`config.mk`:
```
export PLATFORM = sky130hd
export DESIGN_NAME = pos_compare_unit
export DESIGN_NICKNAME = d
export VERILOG_FILES = /design/src/rtl/pcu_pkg.sv /design/src/rtl/pcu_cmp_regs.sv /design/src/rtl/pcu_event_det.sv /design/src/rtl/pcu_pulse_gen.sv /design/src/rtl/pos_compare_unit.sv
export SDC_FILE = /design/constraint.sdc
export NUM_CORES = 1
export LEC_CHECK = 0
export BUFFER_PORTS_ARGS = -buffer_cell sky130_fd_sc_hd__buf_2
export CAP_MARGIN = 30
export CORE_UTILIZATION = 50
export DETAILED_ROUTE_END_ITERATION = 12
export PLACE_DENSITY = 0.69
export SYNTH_ARGS = -nofsm -noshare
export SYNTH_HDL_FRONTEND = slang
export SYNTH_SLANG_ARGS = --single-unit
export TNS_END_PERCENT = 5
```
`constraint.sdc`:
```
create_clock -name clk -period 5.5 [get_ports clk]
set_clock_uncertainty 0.15 [all_clocks]
set_input_delay 0.55 -clock clk [delete_from_list [all_inputs] [get_ports clk]]
set_output_delay 0.55 -clock clk [all_outputs]
set_load 0.05 [all_outputs]
```
`src/rtl/pcu_pkg.sv`:
```
package pcu_pkg;
  localparam int unsigned POS_W = 32;
  localparam int unsigned PW_W  = 8;

  typedef enum logic {
    LOAD_AT_MATCH = 1'b0,
    LOAD_AT_ZERO  = 1'b1
  } load_sel_e;
endpackage

```
`src/rtl/pcu_cmp_regs.sv`:
```
module pcu_cmp_regs #(
  parameter int unsigned W = 32
) (
  input  logic         clk,
  input  logic         rst,
  input  logic         wr_en,
  input  logic [W-1:0] wr_data,
  input  logic         shadow_en,
  input  logic         load_now,
  output logic [W-1:0] active_o,
  output logic         xfer_o
);
  logic [W-1:0] hold_q;
  logic [W-1:0] active_q;
  logic         xfer;

  assign xfer = shadow_en & load_now;

  always_ff @(posedge clk) begin
    if (rst) begin
      hold_q   <= '0;
      active_q <= '0;
    end else begin
      if (wr_en && shadow_en) hold_q <= wr_data;
      if (wr_en && !shadow_en) active_q <= wr_data;
      else if (xfer) active_q <= hold_q;
    end
  end

  assign active_o = active_q;
  assign xfer_o   = xfer;


  direct_wr_chk: assert property (@(posedge clk) disable iff (rst)
    (wr_en && !shadow_en) |=> (active_q == $past(wr_data)));


  shadow_hold_chk: assert property (@(posedge clk) disable iff (rst)
    (shadow_en && !load_now) |=> $stable(active_q));
endmodule

```
`src/rtl/pcu_event_det.sv`:
```
module pcu_event_det #(
  parameter int unsigned W = 32
) (
  input  logic         clk,
  input  logic         rst,
  input  logic [W-1:0] count,
  input  logic [W-1:0] active,
  output logic         match_evt,
  output logic         zero_evt
);
  logic [W-1:0] prev_q;

  always_ff @(posedge clk) begin
    if (rst) prev_q <= '0;
    else     prev_q <= count;
  end

  assign match_evt = (count == active) && (count != prev_q);
  assign zero_evt  = (count == '0) && (prev_q != '0);
endmodule

```
`src/rtl/pcu_pulse_gen.sv`:
```
module pcu_pulse_gen #(
  parameter int unsigned PW = 8
) (
  input  logic          clk,
  input  logic          rst,
  input  logic          trig_i,
  input  logic [PW-1:0] width_i,
  input  logic          low_i,
  output logic          sync_o
);
  localparam int unsigned CW = PW + 2;

  logic [CW-1:0] cnt_q;
  logic          pulse_q;
  logic          pulse_d;
  logic          sync_q;

  always_comb begin
    pulse_d = pulse_q;
    if (!pulse_q && trig_i)           pulse_d = 1'b1;
    else if (pulse_q && cnt_q == '0)  pulse_d = 1'b0;
  end

  always_ff @(posedge clk) begin
    if (rst) begin
      cnt_q   <= '0;
      pulse_q <= 1'b0;
      sync_q  <= 1'b0;
    end else begin
      pulse_q <= pulse_d;
      sync_q  <= pulse_d ^ low_i;
      if (!pulse_q && trig_i)           cnt_q <= {width_i, 2'b11};
      else if (pulse_q && cnt_q != '0)  cnt_q <= cnt_q - 1'b1;
    end
  end

  assign sync_o = sync_q;


  pulse_start_chk: assert property (@(posedge clk) disable iff (rst)
    $rose(pulse_q) |-> $past(trig_i));


  no_restart_chk: assert property (@(posedge clk) disable iff (rst)
    (pulse_q && cnt_q != '0) |=> (cnt_q == $past(cnt_q) - 1'b1));
endmodule

```
`src/rtl/pos_compare_unit.sv`:
```
module pos_compare_unit
  import pcu_pkg::*;
#(
  parameter int unsigned CNT_W = POS_W,
  parameter int unsigned WID_W = PW_W
) (
  input  logic             clk,
  input  logic             rst,
  input  logic             wr_en,
  input  logic [CNT_W-1:0] wr_data,
  input  logic             shadow_en,
  input  logic             load_sel,
  input  logic [WID_W-1:0] pulse_width,
  input  logic             sync_low,
  input  logic [CNT_W-1:0] count,
  input  logic             match_clr,
  input  logic             ready_clr,
  output logic             match_flag,
  output logic             ready_flag,
  output logic             sync_out
);
  logic [CNT_W-1:0] active;
  logic             match_evt;
  logic             zero_evt;
  logic             load_now;
  logic             xfer;
  logic             match_q;
  logic             ready_q;
  load_sel_e        mode;

  assign mode     = load_sel_e'(load_sel);
  assign load_now = (mode == LOAD_AT_ZERO) ? zero_evt : match_evt;

  pcu_event_det #(.W(CNT_W)) u_det (
    .clk(clk), .rst(rst), .count(count), .active(active),
    .match_evt(match_evt), .zero_evt(zero_evt)
  );

  pcu_cmp_regs #(.W(CNT_W)) u_regs (
    .clk(clk), .rst(rst), .wr_en(wr_en), .wr_data(wr_data),
    .shadow_en(shadow_en), .load_now(load_now),
    .active_o(active), .xfer_o(xfer)
  );

  pcu_pulse_gen #(.PW(WID_W)) u_pulse (
    .clk(clk), .rst(rst), .trig_i(match_evt), .width_i(pulse_width),
    .low_i(sync_low), .sync_o(sync_out)
  );

  always_ff @(posedge clk) begin
    if (rst) begin
      match_q <= 1'b0;
      ready_q <= 1'b0;
    end else begin
      if (match_evt)      match_q <= 1'b1;
      else if (match_clr) match_q <= 1'b0;
      if (xfer)           ready_q <= 1'b1;
      else if (ready_clr) ready_q <= 1'b0;
    end
  end

  assign match_flag = match_q;
  assign ready_flag = ready_q;


  match_cause_chk: assert property (@(posedge clk) disable iff (rst)
    $rose(match_q) |-> $past(match_evt));


  ready_cause_chk: assert property (@(posedge clk) disable iff (rst)
    $rose(ready_q) |-> $past(xfer));


  match_sticky_chk: assert property (@(posedge clk) disable iff (rst)
    (match_q && !match_clr) |=> match_q);


  ready_sticky_chk: assert property (@(posedge clk) disable iff (rst)
    (ready_q && !ready_clr) |=> ready_q);
endmodule

```
# After elaboration in Yosys (flattened, before gate mapping)
# Index checks and enable logic that the tools add are counted.
[classes]
n_reduce_logical = 17
mux = 11
add_sub_neg = 1
n_bitwise = 2
n_eq_ne = 2
[op_table]
columns = ["op", "count"]
rows = [
  ["$mux W32", 2],
  ["$eq A32 B32 Y1", 1],
  ["$logic_not A32 Y1", 1],
  ["$ne A32 B32 Y1", 1],
  ["$reduce_bool A32 Y1", 1],
  ["$mux W10", 2],
  ["$logic_not A10 Y1", 1],
  ["$reduce_bool A10 Y1", 1],
  ["$sub A10 B1 Y10 const B", 1],
  ["$reduce_bool A2 Y1", 4],
  ["$logic_and A1 B1 Y1", 7],
  ["$mux W1", 7],
  ["$logic_not A1 Y1", 2],
  ["$and A1 B1 Y1", 1],
  ["$xor A1 B1 Y1", 1],
]
[word_totals]
in_bits = 80
elab_cells = 41
output_inout_bits = 3
register_bits = 110

# Logic depth before layout (Yosys ltp)
[logic_depth]
ltp_word = 6
mapped_depth = 7
mapped_depth_nobuf = 7

# Modules after synthesis
# From an unflattened synthesis, not the netlist that was laid out.
[unflattened]
cells_unflattened = 603
hier_area_um2 = 5699.2
[by_module_without_submodules]
columns = ["module", "instances", "cells_each", "seq_area_each_um2", "area_per_inst_um2"]
rows = [
  ["pcu_cmp_regs", 1, 336, 1281.2, 3223.1],
  ["pcu_event_det", 1, 174, 640.6, 1709.1],
  ["pcu_pulse_gen", 1, 83, 240.2, 688.2],
  ["pos_compare_unit", 1, 10, 40.0, 78.8],
]

# Least setup slack after synthesis
# Ideal clock, no wire load.
[synth_path]
kind = "input to register"
start = "input count[22]"
end = "register u_regs.active_q[22], in the netlist u_regs.active_o[22]"
path_stages = 7
path_buffers = 1
arrival_ns = 2.081
path_slack_ns = 3.151
t_required_ns = 5.231
cell_sequence = "xor2_1 nor4_1 nand4_1 a211oi_4 nand3b_2 buf_2 o221a_1"
[synth_between]
elab_chain_len = 5
[synth_rtl]
columns = ["element", "line_no", "text"]
rows = [
  ["from (decl)", "pos_compare_unit.sv:15", "input logic [CNT_W-1:0] count,"],
  ["$eq A32 B32 Y1, or another cell as far along", "pcu_event_det.sv:18", "assign match_evt = (count == active) && (count != prev_q);"],
  ["$logic_and A1 B1 Y1 (on tied branches)", "pcu_event_det.sv:18, pcu_event_det.sv:19", ""],
  ["$mux W1 *", "pos_compare_unit.sv:32", "assign load_now = (mode == LOAD_AT_ZERO) ? zero_evt : match_evt;"],
  ["$and A1 B1 Y1 *", "pcu_cmp_regs.sv:17", "assign xfer = shadow_en & load_now;"],
  ["$reduce_bool A2 Y1 (no line) *", "--", ""],
  ["to (signal assigned)", "pcu_cmp_regs.sv:25", "if (wr_en && !shadow_en) active_q <= wr_data;"],
  ["to (signal assigned)", "pcu_cmp_regs.sv:26", "else if (xfer) active_q <= hold_q;"],
  ["to (decl)", "pcu_cmp_regs.sv:14", "logic [W-1:0] active_q;"],
]
# Every way passes the cells marked *; elsewhere a longest branch is shown, timed or not.
# A chain may end at the register's enable or synchronous reset.

# Final worst setup path
[layout_path]
start = "register u_regs.active_q[28], in the netlist u_regs.active_o[28]"
end = "register u_regs.active_q[0], in the netlist u_regs.active_o[0]"
[layout_between]
elab_chain_len = 5
[layout_rtl]
columns = ["element", "line_no"]
rows = [
  ["$eq A32 B32 Y1", "pcu_event_det.sv:18"],
  ["$logic_and A1 B1 Y1", "pcu_event_det.sv:18"],
  ["$mux W1", "pos_compare_unit.sv:32"],
  ["$and A1 B1 Y1", "pcu_cmp_regs.sv:17"],
  ["$reduce_bool A2 Y1 (no line)", "--"],
]
# No other way between the ends.

==> out/summary.log <==
INFO  layout         final_net_count=669
INFO  run            max_cap_viol_count=0
INFO  critical_path  critical_path.reg2reg.startpoint=u_regs.active_o[28]$_SDFFE_PP0P_
INFO  power_and_ir_drop max-vdd-ir-drop=141uV
INFO  cts            cts.repair.resized=0
INFO  timing         slew_headroom=0.368
INFO  yosys          synth_sequential_area_ratio=0.436
INFO  critical_path  arrival=3.02ns
INFO  timing         setup_violating_endpoint_count_in_the_final_report=0
INFO  yosys          mappedNetlistArea=5050um2
INFO  yosys          ys.flop_type=sky130_fd_sc_hd__dfxtp_1
INFO  layout         post_route_cells_drive_above_1_share=0.248
INFO  timing         tightestPinTransition=0.948ns
INFO  timing         timing.final.hold_violations=0
INFO  global_route   grt_pass1_vias=3973
INFO  critical_path  cp.required=5.61ns
INFO  layout         filler_cell_count=893
INFO  timing         final-max-slew-violation-count=0
INFO  cts            tritoncts=yes
INFO  cts            cts-hold-fix-buffers=0
INFO  placed_design  post-dp-hpwl=9.38mm
INFO  yosys          postSynthRegisterBits=110
INFO  cts            clk_latency=0.36ns
INFO  yosys          synth-edff-count=0
INFO  yosys          syn_avg_cell_area=9.68um2
INFO  yosys          synth_top_area_frac=0.436
INFO  placed_design  detailedPlace.worstSlack=2.24ns
INFO  hold_path      holdPathStages=3
INFO  routing        detail-route-antenna-nets=0
INFO  critical_path  register_to_register_path_depth=6
INFO  global_route   antenna_found_initial=0
INFO  timing         achievable-frequency=343MHz
INFO  hold_path      hp-class=input pin to register
INFO  critical_path  worst-path-max-fanout=33
INFO  yosys          postSynthCellCount=522
INFO  yosys          synth_nets=604
INFO  layout         flow.area_growth_from_synthesis=14.3%
INFO  cts            cts_buffer_depth=2
INFO  yosys          async_flop_share=0
INFO  power_and_ir_drop power.density=273nW/um2
INFO  global_route   maximum_number_of_pins_on_one_net_before_global_route_repair=57
INFO  yosys          synthesis.yosys.warnings=0
INFO  placed_design  buffer_ports.inserted=82
INFO  timing         totalNegativeSetupSlack=0ns
INFO  floorplan      die_w=103um
INFO  hold_path      hp-start=wr_data[25]
INFO  cts            cts-buffers-inserted=9
INFO  timing         period_share=0.530
INFO  routing        drcViolationCount=0
INFO  floorplan      i_o_pin_total=83
INFO  floorplan      fp.dieArea=10500um2
INFO  routing        drt-total-wl=12.7mm
INFO  routing        drt-wirelength-per-cell=17.5um
INFO  yosys          synth_cell_types=47
INFO  routing        via_total_after_detailed_routing=4204
INFO  placed_design  placed_cell_area=5560um2
INFO  layout         antenna_cells_inserted=0
INFO  critical_path  critPathLaunch=u_regs.active_o[28]$_SDFFE_PP0P_
INFO  global_route   globalRouteTotalUtil=0.255
INFO  timing         setup_slack=2.59ns
INFO  run_status     run_status=completed
INFO  floorplan      floorplan.core_area=9770um2
INFO  global_route   grt_first_pass_wirelength=20.3mm
INFO  timing         fin_crit=2.91ns
INFO  timing         rsz0062_at_grt=false
INFO  routing        dr.first_iter.drc_count=233
INFO  cts            clkTransAtPathRegs=0.10ns
INFO  power_and_ir_drop leakagePower=2.18nW
INFO  placed_design  gp_congestion=0.896
INFO  cts            root_buffer=sky130_fd_sc_hd__clkbuf_8
INFO  yosys          synth_top_cells_by_area=sky130_fd_sc_hd__dfxtp_1 (44%), sky130_fd_sc_hd__o221a_2 (7.4%), sky130_fd_sc_hd__o221a_1 (6.7%), sky130_fd_sc_hd__xnor2_1 (5.9%), sky130_fd_sc_hd__xor2_1 (5.7%)
INFO  global_route   global_route.overflow_total=0
INFO  critical_path  setup.worst_path.start_class=register
INFO  floorplan      die_height=103um
INFO  critical_path  critical_path.endpoint_type=register
INFO  routing        drt-vias-per-instance=5.80
INFO  floorplan      floorplan.initialDensity=0.517
INFO  cts            cts_max_level=3
INFO  critical_path  timing.setup.critical_path_class=register to register
INFO  cts            cts.sink_count=110
INFO  routing        first_pass_iters=4
INFO  cts            post-cts-setup-buffer-count=0
INFO  layout         post-route-cell-area=5780um2
INFO  floorplan      rows=36
INFO  yosys          synth_largest_area_cell=sky130_fd_sc_hd__dfxtp_1
[flip-flops by register name (all words and copies together) (netlist names)]
signal and count:
match_flag 1, u_det.prev_q 32, u_pulse.sync_o 1, u_pulse.pulse_q 1
u_regs.active_o 32, ready_flag 1, u_regs.hold_q 32, u_pulse.cnt_q 10
[critical path, cell delays in order, from the launching register on]
cell and delay (ns):
sky130_fd_sc_hd__dfxtp_1 0.34, sky130_fd_sc_hd__xor2_1 0.20, sky130_fd_sc_hd__nor4_1 0.35, sky130_fd_sc_hd__nand4_1 0.27, sky130_fd_sc_hd__a211oi_4 0.40, sky130_fd_sc_hd__nand3b_2 0.61
sky130_fd_sc_hd__o221a_2 0.47
[cells in the final DEF, fill, tap and decap left out, types with 3 or more instances in the layout]
cell | Yosys | layout
sky130_fd_sc_hd__nor2_1 | 9 | 9
sky130_fd_sc_hd__buf_4 | 0 | 3
sky130_fd_sc_hd__a21oi_1 | 40 | 40
sky130_fd_sc_hd__buf_2 | 3 | 82
sky130_fd_sc_hd__nor3_1 | 8 | 8
sky130_fd_sc_hd__o221a_2 | 33 | 33
sky130_fd_sc_hd__nand2_1 | 72 | 72
sky130_fd_sc_hd__xnor2_1 | 34 | 34
sky130_fd_sc_hd__o221a_1 | 30 | 30
sky130_fd_sc_hd__nor4_1 | 25 | 25
sky130_fd_sc_hd__a211oi_1 | 4 | 4
sky130_fd_sc_hd__nand2b_1 | 3 | 3
sky130_fd_sc_hd__nand4_1 | 12 | 12
sky130_fd_sc_hd__a31oi_1 | 4 | 4
sky130_fd_sc_hd__inv_1 | 7 | 7
sky130_fd_sc_hd__nor2b_1 | 32 | 32
sky130_fd_sc_hd__xor2_1 | 33 | 33
sky130_fd_sc_hd__dfxtp_1 | 110 | 110
sky130_fd_sc_hd__o21ai_0 | 3 | 3
sky130_fd_sc_hd__clkbuf_8 | 0 | 12
[cell usage after synthesis, types with 4 or more instances]
cell type and number:
sky130_fd_sc_hd__nor2b_1 32, sky130_fd_sc_hd__nor3_1 8, sky130_fd_sc_hd__clkbuf_1 24, sky130_fd_sc_hd__nor2_1 9
sky130_fd_sc_hd__inv_1 7, sky130_fd_sc_hd__dfxtp_1 110, sky130_fd_sc_hd__a211oi_1 4, sky130_fd_sc_hd__nand2_1 72
sky130_fd_sc_hd__nand4_1 12, sky130_fd_sc_hd__o221a_1 30, sky130_fd_sc_hd__nor4_1 25, sky130_fd_sc_hd__a31oi_1 4
sky130_fd_sc_hd__xnor2_1 34, sky130_fd_sc_hd__o221a_2 33, sky130_fd_sc_hd__xor2_1 33, sky130_fd_sc_hd__a21oi_1 40
[power by group]
part / switching, W / leakage, nW / total [W] / internal [W]
Clock: 0.000268 / 0.113 / 0.000518 / 0.000250
Combinational: 0.000100 / 1.17 / 0.000196 / 0.0000957
Sequential: 0.0000302 / 0.903 / 0.000863 / 0.000833
Total: 0.000398 / 2.18 / 0.00158 / 0.00118
[logic make-up (layout without fill, tap and decap cells)]
group                    Yosys count  after routing  share of synthesized area
buffers and inverters             40            110                     0.0349
XOR/XNOR                          67             67                      0.116
adder cells (fa/ha/maj)            2              2                    0.00495
AO/OA/AOI/OAI                    124            124                      0.219
AND/OR/NAND/NOR                  179            179                      0.190
flip-flops                       110            110                      0.436
[final cells by class]
| cell class | count | area, um2 | share of cell area |
|---|---|---|---|
| Multi-Input combinational cell | 372 | 2680 | 0.463 |
| Clock inverter | 4 | 52.6 | 0.00910 |
| Tap cell | 133 | 166 | 0.0288 |
| Inverter | 7 | 26.3 | 0.00455 |
| Timing Repair Buffer | 87 | 488 | 0.0845 |
| Clock buffer | 12 | 165 | 0.0286 |
| Sequential cell | 110 | 2200 | 0.381 |
[worst paths after layout]
kind	slack (ns)	end
worst min register to register	0.33	u_regs.hold_q[12]$_SDFFE_PP0P_
worst min-delay path	0.28	u_regs.hold_q[25]$_SDFFE_PP0P_
worst max register to register	2.59	u_regs.active_o[0]$_SDFFE_PP0P_
worst max-delay path	2.59	u_regs.active_o[0]$_SDFFE_PP0P_
[routing by layer]
metal,track usage,wire (um),vias to the layer above
met1,0.339,5900,2000
met3,0.0427,631,17
li1,-,-,2060
met2,0.427,5970,127
met4,0.0714,190,0
met5,0,0,-
[per-stage QoR]
stage               cells  hold WS (ns)  power (W)   util
finish                725         0.277    0.00158  0.591
floorplan             522         0.299   0.000992      -
global placement      707         0.307    0.00107  0.563
global route          725         0.269    0.00164  0.591
CTS                   725         0.264    0.00159  0.591
detailed placement    709         0.315    0.00108  0.569
(Power assumes the default switching activity.)
